## src/rtl/i2c_bcast_pkg.sv

```systemverilog
package i2c_bcast_pkg;

    localparam int FRAME_BYTES = 5;
    localparam int ACK_SLOT    = 8;

    typedef enum logic [1:0] {
        SL_IDLE  = 2'd0,
        SL_START = 2'd1,
        SL_BIT   = 2'd2,
        SL_STOP  = 2'd3
    } slot_e;

    typedef enum logic [1:0] {
        LN_RUN      = 2'd0,
        LN_STOPPING = 2'd1,
        LN_PARKED   = 2'd2
    } lane_mode_e;

    typedef struct packed {
        logic [6:0]  dev_addr;
        logic [15:0] reg_addr;
        logic [15:0] wr_data;
    } wr_req_t;

    typedef struct packed {
        logic scl_low;
        logic sda_low;
    } pins_t;

    // Byte order on the wire: device+write, reg hi, reg lo, data hi, data lo.
    function automatic logic [7:0] frame_byte(wr_req_t r, logic [2:0] idx);
        case (idx)
            3'd0:    return {r.dev_addr, 1'b0};
            3'd1:    return r.reg_addr[15:8];
            3'd2:    return r.reg_addr[7:0];
            3'd3:    return r.wr_data[15:8];
            default: return r.wr_data[7:0];
        endcase
    endfunction

    // Line drive for one quarter phase of a slot. Phases 0,1 have SCL low,
    // phases 2,3 have SCL released. SDA moves in phase 1 for data bits.
    function automatic pins_t slot_drive(slot_e k, logic [1:0] ph, logic tx, logic sda_prev);
        pins_t p;
        p.scl_low = 1'b0;
        p.sda_low = 1'b0;
        case (k)
            SL_START: p.sda_low = ph[1];
            SL_BIT: begin
                p.scl_low = !ph[1];
                p.sda_low = (ph == 2'd0) ? sda_prev : !tx;
            end
            SL_STOP: begin
                p.scl_low = !ph[1];
                p.sda_low = (ph == 2'd0) ? sda_prev : (ph != 2'd3);
            end
            default: ;
        endcase
        return p;
    endfunction

endpackage

```

## src/rtl/i2c_bcast_tick.sv

```systemverilog
module i2c_bcast_tick #(
    parameter int DIV_W = 12
) (
    input  logic             clk,
    input  logic             rst,
    input  logic             load,
    input  logic             run,
    input  logic [DIV_W-1:0] div_in,
    output logic             step
);
    logic [DIV_W-1:0] div_r;
    logic [DIV_W-1:0] cnt_r;

    assign step = run && (cnt_r == '0);

    always_ff @(posedge clk) begin
        if (rst) begin
            div_r <= '0;
            cnt_r <= '0;
        end else if (load) begin
            div_r <= div_in;
            cnt_r <= div_in;
        end else if (run) begin
            cnt_r <= (cnt_r == '0) ? div_r : cnt_r - 1'b1;
        end
    end
endmodule

```

## src/rtl/i2c_bcast_seq.sv

```systemverilog
module i2c_bcast_seq
    import i2c_bcast_pkg::*;
(
    input  logic       clk,
    input  logic       rst,
    input  logic       req_valid,
    input  wr_req_t    req_in,
    input  logic       step,
    output logic       req_ready,
    output logic       busy,
    output logic       start_frame,
    output slot_e      nxt_kind,
    output logic [1:0] nxt_ph,
    output logic       nxt_bit,
    output logic       samp_ack,
    output logic       finish
);
    logic       busy_r;
    slot_e      kind_r;
    logic [1:0] ph_r;
    logic [2:0] byte_r;
    logic [3:0] bit_r;
    wr_req_t    req_r;

    slot_e      n_kind;
    logic [2:0] n_byte;
    logic [3:0] n_bit;
    logic [7:0] cur_byte;

    assign busy        = busy_r;
    assign req_ready   = !busy_r;
    assign start_frame = req_valid && !busy_r;
    assign samp_ack    = step && kind_r == SL_BIT && ph_r == 2'd3 && bit_r == 4'(ACK_SLOT);
    assign finish      = step && kind_r == SL_STOP && ph_r == 2'd3;

    always_comb begin
        n_kind = kind_r;
        nxt_ph = ph_r + 2'd1;
        n_byte = byte_r;
        n_bit  = bit_r;
        if (ph_r == 2'd3) begin
            case (kind_r)
                SL_START: begin
                    n_kind = SL_BIT;
                    n_byte = '0;
                    n_bit  = '0;
                end
                SL_BIT: begin
                    if (bit_r != 4'(ACK_SLOT)) begin
                        n_bit = bit_r + 4'd1;
                    end else begin
                        n_bit = '0;
                        if (byte_r == 3'(FRAME_BYTES - 1)) n_kind = SL_STOP;
                        else n_byte = byte_r + 3'd1;
                    end
                end
                default: n_kind = SL_IDLE;
            endcase
        end
        cur_byte = frame_byte(req_r, n_byte);
        nxt_kind = n_kind;
        nxt_bit  = (n_bit == 4'(ACK_SLOT)) ? 1'b1 : cur_byte[3'd7 - n_bit[2:0]];
    end

    always_ff @(posedge clk) begin
        if (rst) begin
            busy_r <= 1'b0;
            kind_r <= SL_IDLE;
            ph_r   <= '0;
            byte_r <= '0;
            bit_r  <= '0;
            req_r  <= '0;
        end else if (start_frame) begin
            busy_r <= 1'b1;
            kind_r <= SL_START;
            ph_r   <= '0;
            byte_r <= '0;
            bit_r  <= '0;
            req_r  <= req_in;
        end else if (step) begin
            kind_r <= n_kind;
            ph_r   <= nxt_ph;
            byte_r <= n_byte;
            bit_r  <= n_bit;
            if (finish) busy_r <= 1'b0;
        end
    end
endmodule

```

## src/rtl/i2c_bcast_lane.sv

```systemverilog
module i2c_bcast_lane
    import i2c_bcast_pkg::*;
(
    input  logic       clk,
    input  logic       rst,
    input  logic       start_frame,
    input  logic       step,
    input  slot_e      nxt_kind,
    input  logic [1:0] nxt_ph,
    input  logic       nxt_bit,
    input  logic       samp_ack,
    input  logic       sda_in,
    output logic       scl_low,
    output logic       sda_low,
    output logic       acked,
    output logic       err
);
    lane_mode_e mode_r, mode_n;
    pins_t      pins_r, pins_n;
    slot_e      eff_kind;
    logic       nack_now;

    assign nack_now = samp_ack && mode_r == LN_RUN && sda_in;
    assign scl_low  = pins_r.scl_low;
    assign sda_low  = pins_r.sda_low;

    always_comb begin
        mode_n = mode_r;
        if (nack_now) mode_n = LN_STOPPING;
        else if (mode_r == LN_STOPPING && nxt_ph == 2'd0) mode_n = LN_PARKED;
        case (mode_n)
            LN_RUN:      eff_kind = nxt_kind;
            LN_STOPPING: eff_kind = SL_STOP;
            default:     eff_kind = SL_IDLE;
        endcase
        pins_n = slot_drive(eff_kind, nxt_ph, nxt_bit, pins_r.sda_low);
    end

    always_ff @(posedge clk) begin
        if (rst) begin
            mode_r <= LN_RUN;
            pins_r <= '0;
            acked  <= 1'b0;
            err    <= 1'b0;
        end else if (start_frame) begin
            mode_r <= LN_RUN;
            acked  <= 1'b1;
        end else if (step) begin
            mode_r <= mode_n;
            pins_r <= pins_n;
            if (nack_now) begin
                acked <= 1'b0;
                err   <= 1'b1;
            end
        end
    end
endmodule

```

## src/rtl/i2c_tri_bcast_writer.sv

```systemverilog
module i2c_tri_bcast_writer
    import i2c_bcast_pkg::*;
#(
    parameter int N_BUS = 3,
    parameter int DIV_W = 12
) (
    input  logic             clk,
    input  logic             rst,
    input  logic             req_valid,
    output logic             req_ready,
    input  logic [6:0]       req_dev,
    input  logic [15:0]      req_reg,
    input  logic [15:0]      req_data,
    input  logic [DIV_W-1:0] div_q,
    output logic             hold,
    output logic             done,
    output logic [N_BUS-1:0] done_ack,
    output logic [N_BUS-1:0] err_sticky,
    output logic [N_BUS-1:0] scl_oe,
    output logic [N_BUS-1:0] sda_oe,
    input  logic [N_BUS-1:0] sda_in
);
    wr_req_t          req_in;
    logic             busy, start_frame, step, samp_ack, finish, nxt_bit;
    slot_e            nxt_kind;
    logic [1:0]       nxt_ph;
    logic [N_BUS-1:0] acked_v;

    assign req_in = '{dev_addr: req_dev, reg_addr: req_reg, wr_data: req_data};
    assign hold   = busy;

    i2c_bcast_tick #(.DIV_W(DIV_W)) tick_i (
        .clk(clk), .rst(rst), .load(start_frame), .run(busy),
        .div_in(div_q), .step(step)
    );

    i2c_bcast_seq seq_i (
        .clk(clk), .rst(rst), .req_valid(req_valid), .req_in(req_in),
        .step(step), .req_ready(req_ready), .busy(busy),
        .start_frame(start_frame), .nxt_kind(nxt_kind), .nxt_ph(nxt_ph),
        .nxt_bit(nxt_bit), .samp_ack(samp_ack), .finish(finish)
    );

    for (genvar b = 0; b < N_BUS; b++) begin : g_lane
        i2c_bcast_lane lane_i (
            .clk(clk), .rst(rst), .start_frame(start_frame), .step(step),
            .nxt_kind(nxt_kind), .nxt_ph(nxt_ph), .nxt_bit(nxt_bit),
            .samp_ack(samp_ack), .sda_in(sda_in[b]),
            .scl_low(scl_oe[b]), .sda_low(sda_oe[b]),
            .acked(acked_v[b]), .err(err_sticky[b])
        );
    end

    always_ff @(posedge clk) begin
        if (rst) begin
            done     <= 1'b0;
            done_ack <= '0;
        end else begin
            done <= finish;
            if (finish) done_ack <= acked_v;
        end
    end
endmodule

```

## config.mk

```make
export PLATFORM = sky130hd
export DESIGN_NAME = i2c_tri_bcast_writer
export DESIGN_NICKNAME = d
export VERILOG_FILES = /design/src/rtl/i2c_bcast_pkg.sv /design/src/rtl/i2c_bcast_tick.sv /design/src/rtl/i2c_bcast_seq.sv /design/src/rtl/i2c_bcast_lane.sv /design/src/rtl/i2c_tri_bcast_writer.sv
export SDC_FILE = /design/constraint.sdc
export NUM_CORES = 1
export LEC_CHECK = 0
export BUFFER_PORTS_ARGS = -buffer_cell sky130_fd_sc_hd__buf_2
export CAP_MARGIN = 20
export CORE_MARGIN = 4
export CORE_UTILIZATION = 48
export CTS_CLUSTER_DIAMETER = 150
export DETAILED_ROUTE_END_ITERATION = 8
export GPL_TIMING_DRIVEN = 1
export PLACE_DENSITY = 0.69
export SETUP_SLACK_MARGIN = 0.02
export SKIP_CTS_REPAIR_TIMING = 1
export SYNTH_ARGS = -nofsm -noshare
export SYNTH_HDL_FRONTEND = slang
export SYNTH_SLANG_ARGS = --single-unit
```

## constraint.sdc

```tcl
create_clock -name clk -period 3.9 [get_ports clk]
set_input_delay 0.78 -clock clk [delete_from_list [all_inputs] [get_ports clk]]
set_output_delay 0.78 -clock clk [all_outputs]
set_load 0.05 [all_outputs]
```

==> results by group, run 1 <==
Setup path
  – First element of the critical path: seq_i.kind_r[0]
  – Worst reg2reg endpoint: g_lane[0].lane_i.sda_low
  – Maximum single-stage delay on the critical path: 0.49 ns
  – Crit path cell chain: inv_1 -> ha_1 -> nor2b_1 -> a41oi_1 -> and2_1 -> or3_1 -> o22ai_1 -> o41ai_1 -> nor4_1 -> buf_4 -> o21ai_0
  – Data arrival time of the critical path: ~3.6 ns
  – Startpoint type of the worst setup path: flop
  – Worst endpoint required time: about 4.2 ns
  – Path depth of the worst reg2reg path: 11
  – Largest fanout on the critical path: 12
  – Slowest stage cell on the critical path: sky130_fd_sc_hd__nor2b_1
  – Startpoint of the most critical register-to-register path: seq_i.kind_r[0]
  – Critical setup path kind: reg -> reg
  – Register-to-register setup slack: between 0.6 and 0.7 ns
  – Critical Path End Type: flop

Die
  – Die Width: 111 um
  – Standard-cell row count: 37
  – Area of the die: 12300 um^2
  – Die height: 111 um
  – Core box area: 10300 um^2
  – Initial cell density of the core: 0.491
  – Top-level I/O count: 72

Logic synthesis
  – Share of synthesized registers carrying an async set or reset: 0
  – Dominant cell by count in the synthesized netlist: sky130_fd_sc_hd__nand2_1
  – Synthesized cell area: approximately 5000 um^2
  – Leading cell types by count after synthesis: sky130_fd_sc_hd__nand2_1, sky130_fd_sc_hd__dfxtp_1, sky130_fd_sc_hd__a21oi_1
  – Seq/Total Area, Yosys: 0.383
  – Number of standard cells after synthesis: around 650
  – Mean area per synthesized cell: 7.77 um^2
  – Count of state elements after synthesis: 97
  – EDFF count, synth: 0
  – Net count of the mapped netlist: 720
  – Largest cells by area after synthesis: sky130_fd_sc_hd__dfxtp_1, sky130_fd_sc_hd__nand2_1, sky130_fd_sc_hd__a21oi_1
  – Yosys warning count: 0
  – Yosys top cell area share: 0.383
  – Main synth FF type: sky130_fd_sc_hd__dfxtp_1
  – Library cell with the largest summed area after synthesis: sky130_fd_sc_hd__dfxtp_1
  – Synth cell types: 67

Timing
  – Worst path setup slack after routing: 0.602 ns
  – Pin slew with the least headroom to its limit: about 0.6 ns
  – Worst slew slack as a fraction of its limit: 0.596
  – Setup skew after layout: 0.0105 ns
  – Unrepaired setup endpoints after global routing: no
  – Total of endpoints with negative setup slack in the final report: 0
  – Final critical-path required period: roughly 3.3 ns
  – Slew Viols, Final: 0
  – Final Hold Vio Count: 0
  – Tcrit/Tclk final: 0.846
  – Final TNS setup: 0 ns
  – Maximum operating frequency: a little over 0.3 GHz

Drt
  – Number of DRC violations after detailed-routing iteration 0: around 370
  – DR vias: 4747
  – Drt wl/cell: around 16 um
  – Via-per-instance ratio: 5.69
  – Antenna-violating nets left: 0
  – Total detailed-routing wirelength: roughly 13 mm
  – DRT Pass-1 Iters: 6
  – DR DRC count: 0

Finish
  – Fraction of final layout cells sized beyond drive strength 1: 0.160
  – Layout overhead on the synthesized area: 11.6%
  – Number of nets at the end of the flow: between 700 and 800
  – Count of inserted antenna diode cells: 0

Min path
  – Hold/Removal Path Class: reg -> reg
  – Number of cells traversed by the worst hold path: 2
  – Worst Hold Endpoint: seq_i.req_r[1]
  – Worst hold start: seq_i.req_r[1]

Power and ir drop
  – Overall power: 2.12 mW
  – Total leakage power: about 2.2 nW
  – Highest ir drop seen on vdd: 0.000259 V
  – Power per cell area: 374 nW/um^2

Global route
  – Number of global-route vias before repair: 4407
  – Overflow left after global routing: 0
  – Gr usage total: 0.212
  – Global-route wire length before repair: 21.9 mm
  – Pin count of the biggest net entering global routing: 59
  – Number of antenna violations at the first check in global routing: 0

Placement
  – Final weighted congestion in routability-driven placement: slightly above 0.9
  – Input/output buffers: 71
  – Half-perimeter wire length after placement: ~9.5 mm
  – Post-place setup slack: around 0.65 ns

Clocking
  – Total number of H-tree levels: 3
  – Clock transition at path regs: 0.09 ns
  – CTS Root Buffer Type: sky130_fd_sc_hd__clkbuf_8
  – Clock buffer count from CTS: 9
  – Max Root-Sink Buffers: 2
  – TritonCTS clock tree: yes
  – Clock sink total: slightly below 100
  – Insertion delay to the later sink of the worst-skew pair: ~0.37 ns

Status
  – Run status: finished clean

Flow run
  – Max capacitance violation total: 0
## critical path: cells and delay by family (launching register included)
family                   cells  cell delay (ns)
flip-flops                   1             0.40
adder cells (fa/ha/maj)      1             0.36
AND/OR/NAND/NOR              4             1.60
buffers and inverters        2             0.26
AO/OA/AOI/OAI                4             0.57
## how the worst max path moves through the flow
stage | endpoint | slack [ns]
4_1_cts | g_lane[0].lane_i.sda_low | 0.62
3_5_place_dp | g_lane[0].lane_i.sda_low | 0.65
6_report | g_lane[0].lane_i.sda_low | 0.60
2_1_floorplan | g_lane[0].lane_i.sda_low | 0.99
3_3_place_gp | g_lane[0].lane_i.sda_low | 0.72
5_1_grt | g_lane[0].lane_i.sda_low | 0.31
## final cells by class
class | count | area, um^2
fillers | 981 | 4660
flip-flops and latches | 97 | 1940
repair buffers | 80 | 423
clock inverters | 7 | 92.6
multi-input cells | 491 | 2860
clock buffers | 9 | 124
well taps | 136 | 170
inverters | 14 | 52.6
## cells in the final DEF, fill, tap and decap left out, drive strengths merged, types with 4 or more instances in the layout
cell type  Yosys  layout
nand2        147     147
dfxtp         97      97
buf           13      80
a21oi         79      79
nor2          46      46
a211oi        23      23
o21ai         21      21
mux2i         15      15
nor2b         15      15
inv           14      15
nor3          12      12
ha            10      10
clkbuf        38       9
a311oi         8       8
a31oi          7       7
or3            7       7
nor4           7       7
nor3b          6       6
o31ai          5       5
nand3          5       5
nand4          4       4
o21a           4       4
xor2           4       4
clkinv         0       4
nor4b          4       4
## kinds of logic after synthesis
family,count (synthesis),share of synthesized area
AOI/OAI and AO/OA,181,0.228
and+or+nand+nor,277,0.265
muxes,16,0.0318
adders and majority gates,10,0.0247
DFF,97,0.383
xor gates and xnor gates,7,0.0121
buffers and inverters,65,0.0553
## metrics by stage
step	hold slack (ns)	cells	util	cell area, um^2
finish	0.458	834	0.548	5660
global route	0.474	834	0.548	5660
CTS	0.461	834	0.548	5660
detailed placement	0.448	818	0.527	5450
global placement	0.445	818	0.527	5450
floorplan	0.432	653	-	5070
## power by group
group          switching [mW]  internal, mW  leakage, nW
Clock                   0.364         0.361        0.113
Combinational           0.181         0.127         1.28
Sequential             0.0455          1.04        0.794
Total                   0.590          1.53         2.18
## sequential cells by signal, indices dropped and copies added (netlist names)
name and cells:
seq_i.req_r 39, tick_i.cnt_r 12, done_ack 3, seq_i.kind_r 2, g_lane.lane_i.sda_low 3, tick_i.div_r 12
g_lane.lane_i.mode_r 6, g_lane.lane_i.scl_low 3, seq_i.busy 1, g_lane.lane_i.acked 3, done 1, seq_i.bit_r 4
g_lane.lane_i.err 3, seq_i.byte_r 3, seq_i.ph_r 2
## layer usage
metal / GRT usage / wire length [um] / part of all wire / vias up
li1: - / - / - / 2386
met1: 0.301 / 6270 / 0.48 / 2198
met2: 0.326 / 5860 / 0.45 / 149
met3: 0.0437 / 776 / 0.059 / 14
met4: 0.0575 / 168 / 0.013 / 0
met5: 0 / 0 / 0 / -
Power figures use the tool's default switching activity.
==> run 2, diff against run 1 <==
Clock period 3.9 ns to 3.15 ns, I/O delays scaled along.
==> run 2 against run 1 <==
Critical path depth up 1. Via count up 2.7%. Critical endpoint unchanged. Hold slack about the same. Utilization up 1.9 points. Fmax up 9.9%. Sequential power up 23%. Sequential cell count unchanged. Clock skew up 0.0037 ns. Largest power group unchanged. Global-route usage up 0.18 points. Final cell count up 1.9%.
==> results by group, run 2 (synthesis gave the netlist of run 1 again) <==
Setup path
  – Critical setup path kind: reg -> reg
  – First element of the critical path: seq_i.bit_r[0]
  – Worst reg2reg endpoint: g_lane[0].lane_i.sda_low
  – Startpoint of the most critical register-to-register path: seq_i.bit_r[0]
  – Data arrival time of the critical path: approximately 3.3 ns
  – Critical path destination: g_lane[0].lane_i.sda_low
  – Largest fanout on the critical path: 13
  – Register-to-register setup slack: 0.15 ns
  – Path depth of the worst reg2reg path: 12
  – Critical Path End Type: flop
  – Startpoint type of the worst setup path: flop
  – Worst endpoint required time: around 3.4 ns

Drt
  – Drt wl/cell: around 16 um
  – Total detailed-routing wirelength: between 10 and 15 mm
  – DR DRC count: 0
  – DR vias: ~4900
  – M1 wire length: between 6 and 7 mm
  – Via-per-instance ratio: around 5.7
  – Highest signal layer in the routed design: met4
  – Antenna-violating nets left: 0
  – Number of DRC violations after detailed-routing iteration 0: between 200 and 300
  – Detail Route met3 WL: 817 um
  – Met2 routed WL: 6.02 mm
  – DRT Pass-1 Iters: 4

Placement
  – Half-perimeter wire length after placement: between 9 and 10 mm
  – Input/output buffers: around 70
  – Final weighted congestion in routability-driven placement: ~0.93
  – Placed standard-cell area: 5570 um^2

Finish
  – Flip-flop count of the largest register, all copies and words added: 39
  – Register with the most flip-flops: seq_i.req_r
  – Fillers: around 1000
  – Number of nets at the end of the flow: about 780
  – Post-route cell area: 5850 um^2
  – Count of inserted antenna diode cells: 0
  – Fraction of final layout cells sized beyond drive strength 1: 0.192
  – Leading registers by flop count: seq_i.req_r: 39 flops, tick_i.cnt_r: 12 flops, tick_i.div_r: 12 flops
  – Most common cell after layout, fill and taps aside: sky130_fd_sc_hd__nand2_1
  – Most used cells in the layout excluding fill and tap cells: sky130_fd_sc_hd__nand2_1, sky130_fd_sc_hd__dfxtp_1, sky130_fd_sc_hd__a21oi_1
  – Layout overhead on the synthesized area: 15.4%

Global route
  – Overflow left after global routing: 0
  – Pin count of the biggest net entering global routing: just under 60
  – Gr usage total: 0.214
  – Number of global-route vias before repair: 4513
  – Number of antenna violations at the first check in global routing: 0
  – Global-route wire length before repair: between 20 and 25 mm

Die
  – Standard-cell row count: 37
  – Die height: approximately 110 um
  – Area of the die: between 10000 and 15000 um^2
  – Die Width: ~110 um
  – Core box area: 10300 um^2
  – Initial cell density of the core: 0.491
  – Top-level I/O count: between 70 and 80

Status
  – Run status: finished clean

Timing
  – Final TNS setup: 0 ns
  – Pin slew with the least headroom to its limit: a little under 0.7 ns
  – Final Hold Vio Count: 0
  – Total of endpoints with negative setup slack in the final report: 0
  – Tcrit/Tclk final: 0.953
  – Worst slew slack as a fraction of its limit: 0.543
  – Maximum operating frequency: 0.333 GHz
  – Slew Viols, Final: 0
  – Final critical-path required period: 3.00 ns
  – Unrepaired setup endpoints after global routing: no
  – Setup skew after layout: 0.0142 ns

Flow run
  – Max capacitance violation total: 0

Clocking
  – Total number of H-tree levels: 3
  – Clock transition at path regs: between 0.1 and 0.15 ns
  – Clock buffer count from CTS: 9
  – CTS Root Buffer Type: sky130_fd_sc_hd__clkbuf_8
  – Insertion delay to the later sink of the worst-skew pair: approximately 0.38 ns
  – TritonCTS clock tree: yes
  – Max Root-Sink Buffers: 2
  – Clock sink total: 97

Power and ir drop
  – Total leakage power: between 2 and 2.5 nW
  – Highest ir drop seen on vdd: about 0.00026 V
  – Power per cell area: 466 nW/um^2

Min path
  – Hold/Removal Path Class: reg -> reg
## run 2: changes by cell type in the layout (fill, tap and decap cells not counted), sizes merged
| cell | before | now |
|---|---|---|
| clkinv | 4 | 1 |
| clkbuf | 9 | 10 |
| clkinvlp | 0 | 1 |
| bufinv | 2 | 3 |
| buf | 80 | 96 |
## run 2: power breakdown
group          leakage, nW  switching [mW]  internal (mW)
Clock                0.117           0.461          0.532
Sequential           0.794          0.0549           1.29
Combinational         1.36           0.226          0.163
Total                 2.27           0.741           1.98
## run 2: routing by layer
metal	GRT usage	vias up
li1	-	2414
met1	0.305	2308
met2	0.328	141
met3	0.0469	13
met4	0.0509	0
met5	0	-
## run 2: worst min path at each step
stage               startpoint         endpoint  slack, ns  depth (start not counted)
5_1_grt        tick_i.div_r[8]  tick_i.div_r[8]       0.48                          2
4_1_cts        seq_i.req_r[20]  seq_i.req_r[20]       0.46                          2
3_5_place_dp   seq_i.req_r[20]  seq_i.req_r[20]       0.45                          2
6_report       seq_i.req_r[14]  seq_i.req_r[14]       0.46                          2
2_1_floorplan  seq_i.req_r[16]  seq_i.req_r[16]       0.43                          2
3_3_place_gp   tick_i.div_r[8]  tick_i.div_r[8]       0.44                          2
## run 2: stage by stage
stage / instances / hold WS (ns) / power (mW) / utilization / setup WS [ns]
4_1_cts: 850 / 0.459 / 2.74 / 0.563 / 0.0557
6_report: 850 / 0.458 / 2.73 / 0.567 / 0.149
3_3_place_gp: 834 / 0.443 / 1.75 / 0.539 / 0.176
3_5_place_dp: 834 / 0.446 / 1.76 / 0.539 / 0.0648
2_1_floorplan: 653 / 0.432 / 1.63 / - / 0.236
5_1_grt: 850 / 0.477 / 2.85 / 0.567 / 0.00874
## run 2: worst max-delay path: stages, from the launching register on
cell                        delay, ns
sky130_fd_sc_hd__dfxtp_1         0.45
sky130_fd_sc_hd__inv_1           0.13
sky130_fd_sc_hd__ha_1            0.23
sky130_fd_sc_hd__and3b_2         0.31
sky130_fd_sc_hd__a31oi_1         0.32
sky130_fd_sc_hd__or2_1           0.29
sky130_fd_sc_hd__buf_4           0.18
sky130_fd_sc_hd__mux2i_1         0.09
sky130_fd_sc_hd__a2bb2oi_1       0.14
sky130_fd_sc_hd__o2bb2ai_1       0.14
sky130_fd_sc_hd__nor4_1          0.36
sky130_fd_sc_hd__buf_4           0.20
sky130_fd_sc_hd__o21ai_0         0.07
## run 2: cell type report
class | instances | area, um^2 | area share
sequential | 97 | 1940 | 0.332
tap | 136 | 170 | 0.0291
inverter | 14 | 52.6 | 0.00898
timing repair buffer | 96 | 543 | 0.0928
multi-input combinational | 491 | 2900 | 0.496
clock buffer | 10 | 128 | 0.0218
clock inverter | 6 | 115 | 0.0197
